**config.mk**
```make
export PLATFORM = sky130hd
export DESIGN_NAME = rx_event_irq
export DESIGN_NICKNAME = d
export VERILOG_FILES = /design/src/rtl/rxirq_pkg.sv /design/src/rtl/rxirq_ctrl_regs.sv /design/src/rtl/rxirq_mode_gate.sv /design/src/rtl/rxirq_sticky_flag.sv /design/src/rtl/rx_event_irq.sv
export SDC_FILE = /design/constraint.sdc
export NUM_CORES = 1
export LEC_CHECK = 0
export BUFFER_PORTS_ARGS = -buffer_cell sky130_fd_sc_hd__buf_2
export CORE_AREA = 3 3 40 42
export CTS_CLUSTER_DIAMETER = 150
export CTS_CLUSTER_SIZE = 16
export DETAILED_ROUTE_END_ITERATION = 10
export DIE_AREA = 0 0 43 45
export PLACE_DENSITY_LB_ADDON = 0.08
export SYNTH_ARGS = -nofsm -noshare
export SYNTH_HDL_FRONTEND = slang
export SYNTH_SLANG_ARGS = --single-unit
```
**constraint.sdc**
```tcl
create_clock -name clk -period 1.6 [get_ports clk]
set_clock_uncertainty 0.05 [all_clocks]
set_input_delay 0.16 -clock clk [delete_from_list [all_inputs] [get_ports clk]]
set_output_delay 0.16 -clock clk [all_outputs]
set_load 0.02 [all_outputs]
```
**src/rtl/rxirq_pkg.sv**
```systemverilog
package rxirq_pkg;
   localparam int FLAG_COUNT = 5;
   localparam int IDX_DONE     = 0;
   localparam int IDX_CRC      = 1;
   localparam int IDX_NODE     = 2;
   localparam int IDX_SYNC     = 3;
   localparam int IDX_PREAMBLE = 4;
   // flags that may only latch in packet mode
   localparam logic [FLAG_COUNT-1:0] PKT_ONLY_MASK = 5'b00111;
endpackage

```
**src/rtl/rxirq_ctrl_regs.sv**
```systemverilog
module rxirq_ctrl_regs #(
   parameter int FLAGS   = 5,
   parameter int ADDR_W  = 1,
   parameter int EN_ADDR = 0,
   parameter int CLR_ADDR = 1
) (
   input  logic              clk,
   input  logic              rst_n,
   input  logic              wr_en,
   input  logic [ADDR_W-1:0] wr_addr,
   input  logic [FLAGS-1:0]  wr_bits,
   output logic [FLAGS-1:0]  enable,
   output logic [FLAGS-1:0]  clr_stb
);
   localparam logic [ADDR_W-1:0] EN_A  = ADDR_W'(EN_ADDR);
   localparam logic [ADDR_W-1:0] CLR_A = ADDR_W'(CLR_ADDR);

   generate
      if (EN_ADDR == CLR_ADDR) begin : g_bad_map
         $error("rxirq_ctrl_regs: enable and clear addresses collide");
      end
   endgenerate

   logic hit_en, hit_clr;
   assign hit_en  = wr_en && (wr_addr == EN_A);
   assign hit_clr = wr_en && (wr_addr == CLR_A);

   always_ff @(posedge clk) begin
      if (!rst_n)      enable <= '0;
      else if (hit_en) enable <= wr_bits;
   end

   // self-resetting strobes: only live during the write cycle
   assign clr_stb = hit_clr ? wr_bits : '0;

   a_r12_enable_load: assert property (@(posedge clk) disable iff (!rst_n)
      hit_en |=> (enable == $past(wr_bits)));
   a_r12_enable_hold: assert property (@(posedge clk) disable iff (!rst_n)
      !hit_en |=> $stable(enable));
endmodule

```
**src/rtl/rxirq_mode_gate.sv**
```systemverilog
module rxirq_mode_gate #(
   parameter int FLAGS = 5,
   parameter logic [FLAGS-1:0] MODE_MASK = '0
) (
   input  logic             pkt_mode,
   input  logic [FLAGS-1:0] events,
   input  logic [FLAGS-1:0] enable,
   output logic [FLAGS-1:0] set_req
);
   generate
      for (genvar i = 0; i < FLAGS; i++) begin : g_lane
         if (MODE_MASK[i]) begin : g_pkt_only
            assign set_req[i] = events[i] & enable[i] & pkt_mode;
         end else begin : g_any_mode
            assign set_req[i] = events[i] & enable[i];
         end
      end
   endgenerate
endmodule

```
**src/rtl/rxirq_sticky_flag.sv**
```systemverilog
module rxirq_sticky_flag (
   input  logic clk,
   input  logic rst_n,
   input  logic set_req,
   input  logic clr_req,
   output logic flag
);
   always_ff @(posedge clk) begin
      if (!rst_n)       flag <= 1'b0;
      else if (set_req) flag <= 1'b1;   // set beats clear
      else if (clr_req) flag <= 1'b0;
   end

   a_r9_set_wins: assert property (@(posedge clk) disable iff (!rst_n)
      set_req |=> flag);
   a_r8_clear_drops: assert property (@(posedge clk) disable iff (!rst_n)
      (clr_req && !set_req) |=> !flag);
   a_r2_sticky: assert property (@(posedge clk) disable iff (!rst_n)
      (flag && !clr_req) |=> flag);
   a_r7_no_spurious: assert property (@(posedge clk) disable iff (!rst_n)
      (!flag && !set_req) |=> !flag);
endmodule

```
**src/rtl/rx_event_irq.sv**
```systemverilog
module rx_event_irq
   import rxirq_pkg::*;
#(
   parameter int DATA_W   = 8,
   parameter int ADDR_W   = 1,
   parameter int EN_ADDR  = 0,
   parameter int CLR_ADDR = 1,
   parameter bit REG_IRQ  = 1'b0
) (
   input  logic              clk,
   input  logic              rst_n,
   input  logic              pkt_mode,
   input  logic              ev_preamble,
   input  logic              ev_sync,
   input  logic              ev_node,
   input  logic              ev_crc,
   input  logic              ev_pkt_done,
   input  logic              wr_en,
   input  logic [ADDR_W-1:0] wr_addr,
   input  logic [DATA_W-1:0] wr_data,
   output logic [DATA_W-1:0] status,
   output logic              irq
);
   localparam int PAD_W = DATA_W - FLAG_COUNT;

   generate
      if (DATA_W <= FLAG_COUNT) begin : g_bad_width
         $error("rx_event_irq: DATA_W must exceed the flag count");
      end
      if (ADDR_W < 1 || (1 << ADDR_W) <= EN_ADDR || (1 << ADDR_W) <= CLR_ADDR) begin : g_bad_addr
         $error("rx_event_irq: register addresses do not fit ADDR_W");
      end
   endgenerate

   logic [FLAG_COUNT-1:0] events, enable, clr_stb, set_req, flags;
   logic                  unused_hi_bits;

   assign unused_hi_bits = ^wr_data[DATA_W-1:FLAG_COUNT];

   always_comb begin
      events               = '0;
      events[IDX_PREAMBLE] = ev_preamble;
      events[IDX_SYNC]     = ev_sync;
      events[IDX_NODE]     = ev_node;
      events[IDX_CRC]      = ev_crc;
      events[IDX_DONE]     = ev_pkt_done;
   end

   rxirq_ctrl_regs #(
      .FLAGS(FLAG_COUNT), .ADDR_W(ADDR_W), .EN_ADDR(EN_ADDR), .CLR_ADDR(CLR_ADDR)
   ) u_regs (
      .clk(clk), .rst_n(rst_n), .wr_en(wr_en), .wr_addr(wr_addr),
      .wr_bits(wr_data[FLAG_COUNT-1:0]), .enable(enable), .clr_stb(clr_stb)
   );

   rxirq_mode_gate #(.FLAGS(FLAG_COUNT), .MODE_MASK(PKT_ONLY_MASK)) u_gate (
      .pkt_mode(pkt_mode), .events(events), .enable(enable), .set_req(set_req)
   );

   generate
      for (genvar i = 0; i < FLAG_COUNT; i++) begin : g_flag
         rxirq_sticky_flag u_flag (
            .clk(clk), .rst_n(rst_n), .set_req(set_req[i]),
            .clr_req(clr_stb[i]), .flag(flags[i])
         );
      end
   endgenerate

   assign status = {{PAD_W{1'b0}}, flags};

   generate
      if (REG_IRQ) begin : g_irq_reg
         logic irq_q;
         always_ff @(posedge clk) begin
            if (!rst_n) irq_q <= 1'b0;
            else        irq_q <= |flags;
         end
         assign irq = irq_q;
      end else begin : g_irq_comb
         assign irq = |flags;
      end
   endgenerate

   a_r2_preamble_cause: assert property (@(posedge clk) disable iff (!rst_n)
      $rose(status[IDX_PREAMBLE]) |-> $past(ev_preamble));
   a_r3_sync_cause: assert property (@(posedge clk) disable iff (!rst_n)
      $rose(status[IDX_SYNC]) |-> $past(ev_sync));
   a_r4_node_needs_pkt: assert property (@(posedge clk) disable iff (!rst_n)
      $rose(status[IDX_NODE]) |-> $past(ev_node && pkt_mode));
   a_r5_crc_needs_pkt: assert property (@(posedge clk) disable iff (!rst_n)
      $rose(status[IDX_CRC]) |-> $past(ev_crc && pkt_mode));
   a_r6_done_needs_pkt: assert property (@(posedge clk) disable iff (!rst_n)
      $rose(status[IDX_DONE]) |-> $past(ev_pkt_done && pkt_mode));
endmodule

```
==> results.md <==
* Worst Hold Class: in -> reg
* Worst path slowest cell: dfxtp_1
* CTS H-tree depth at 1
* Clock period minus final worst setup slack at 1.18 ns
* CORE AREA at 1280 sq um
* Area Growth Syn to Fin at 15.4%
* Buffers & Inverters on Critical Path at 1
* First-pass GRT wire length at 1.57 mm
* Critical path arrival at 0.97 ns
* VDD IR max at 0.529 mV
* Io pins at 27
* TritonCTS clock tree: done
* Row count at 13
* Synth cell types at 14
* Reg2Reg Launch Point: g_flag[4].u_flag.flag
* Drt via density at 4.69
* Sequential fraction of the synthesis area at 0.418
* Proportion of layout cells with a drive suffix above 1 at 0.353
* Tcrit/Tclk final at 0.737
* Routability congestion estimate at 0.702
* Total Wirelength at 962 um
* Clock transition at the registers of the reported paths at 0.06 ns
* Final hold slack at 0.0965 ns
* Reg2Reg Setup Slack at 0.88 ns
* Crit Path Max Fanout at 3
* Area of the mapped netlist at 479 sq um
* Max Slew Vio Count at 0
* PwrDens at 905 nW/um^2
* TritonCTS Buffers at 3
* Die Ht at 45 um
* Clk buf depth at 2
* GRT overflow at 0
* Drt drc at 0
* Largest net degree at the start of global routing at 14
* Status: completed
* Port Buf Inserts at 20
* WL/cell at 11.6 um
* Synth top area share at 0.418
* Synth Area per Inst at 9.04 sq um
* Later-pin clock latency in the skew report at 0.25 ns
* Vias in the first global route at 370
* Most frequent cell after synthesis: dfxtp_1
* Worst hold start: ev_pkt_done
* Inserted Diodes at 0
* Cell Chain, Critical Path: nor3_1 > nand2_1 > buf_2
* Hold Crit Depth at 3
* Max-cap violations at 0
* Die ar. at 1940 sq um
* Synth Register Bits at 10
* Number of synthesized flops with an enable pin at 0
* CP Launch Type: flop
* All-Layer GR Usage at 0.113
* Post-DP HPWL at 753 um
* Worst Path Required at 1.39 ns
* 1st-pass router iterations at 4
* Crit Reg-Reg Endpoint: g_flag[4].u_flag.flag
* CTS Sinks at 10
* Routed Antenna Nets at 0
* DIE WIDTH at 43 um
* Nets at 88
* Initial antenna violation count at 0
* Initial Util at 0.373
* Synth async-reset ratio at 0
* Clock root cell: clkbuf_4
* Number of setup buffers added after CTS at 0
* Synth warn at 0
* Largest delay contributor family on the critical path: flip-flops
* Critical path class: reg -> out
* Critical Path Max Stage Delay at 0.33 ns
* Leakage power at 0.264 nW
* Reg2reg path depth at 2
* Top cells by area, synth: dfxtp_1 (42%), buf_4 (13%), mux2i_1 (10%)
* Fmax at 0.848 GHz
* Post-cts sizing count at 0
* Final hold violations at 0
* Vias at 389
* Sum of negative setup slack at 0 ns
* Commonest cells in the netlist: dfxtp_1 (10), buf_4 (8), nand3_1 (8), nor2b_1 (7), mux2i_1 (5)
* WHS Endpoint: g_flag[0].u_flag.flag
* # fillers at 138
* Hold_buf cts at 0
* Iteration-0 DRC Markers at 1
* Leading area contributor after synthesis: dfxtp_1
* Setup-failing EPs final at 0
* Synth Flop Type: dfxtp_1
* Gate Count Post-Synth at 53
* Element type at the critical path end: primary output
* RSZ-0062 raised after global routing: false
## cell usage in the layout, fill, tap and decap left out
master and n:
buf_2 20, dfxtp_1 10, nand3_1 8, nor2b_1 7, mux2i_1 5, nand2_1 4
nand4_1 3, conb_1 3, clkbuf_4 3, a22oi_1 2, nor2_1 1, nor3_1 1
nor2b_2 1
## logic make-up after synthesis
logic type / share of synthesized area
other: 0.00783
AOI/OAI and AO/OA: 0.0313
DFF: 0.418
muxes: 0.104
buffers and inverters: 0.157
and+or+nand+nor: 0.282
## sequential cells by signal (all words and copies together) (netlist names)
register            flops
g_flag.u_flag.flag      5
u_regs.enable           5
## stage by stage
step | area, sq um | setup WS, ns | total power [mW] | cells | utilization
after floorplan | 487 | 0.765 | 0.321 | 55 | -
after global placement | 531 | 0.455 | 0.342 | 80 | 0.413
after detailed placement | 531 | 0.470 | 0.342 | 80 | 0.413
after CTS | 553 | 0.415 | 0.505 | 83 | 0.430
after global routing | 553 | 0.334 | 0.522 | 83 | 0.430
final | 553 | 0.420 | 0.501 | 83 | 0.430
## worst max-delay path by stage
stage	start	to	slack, ns	cells after the start
after floorplan	g_flag[1].u_flag.flag	irq	0.77	2
after global placement	wr_en	u_regs.enable[2]	0.46	4
after detailed placement	wr_en	u_regs.enable[1]	0.47	4
after CTS	g_flag[4].u_flag.flag	irq	0.41	3
after global routing	g_flag[4].u_flag.flag	irq	0.33	3
final	g_flag[4].u_flag.flag	irq	0.42	3
## worst register-to-register path, stage by stage (launching register included)
cell	delay, ns
dfxtp_1	0.33
a22oi_1	0.17
nor2b_1	0.06
## area by class of cell
class / count / area (sq um) / area share
Multi-Input combinational cell: 35 / 211 / 0.382
Clock buffer: 3 / 22.5 / 0.0407
Sequential cell: 10 / 200 / 0.362
Timing Repair Buffer: 20 / 100 / 0.181
Tap cell: 15 / 18.8 / 0.0339
## power by group
group          internal, mW  switching [mW]
clock network        0.0865          0.0782
logic                0.0316          0.0409
registers             0.258         0.00534
total                 0.376           0.124
## per-layer routing
layer / up-vias / part of all wire / routed length (um) / global-route usage
met1: 169 / 0.49 / 468 / 0.144
li1: 201 / - / - / -
met5: - / 0 / 0 / 0
met3: 2 / 0.071 / 68 / 0.0239
met2: 17 / 0.43 / 413 / 0.165
met4: 0 / 0.011 / 11 / 0.0904
Power figures use the tool's default switching activity.
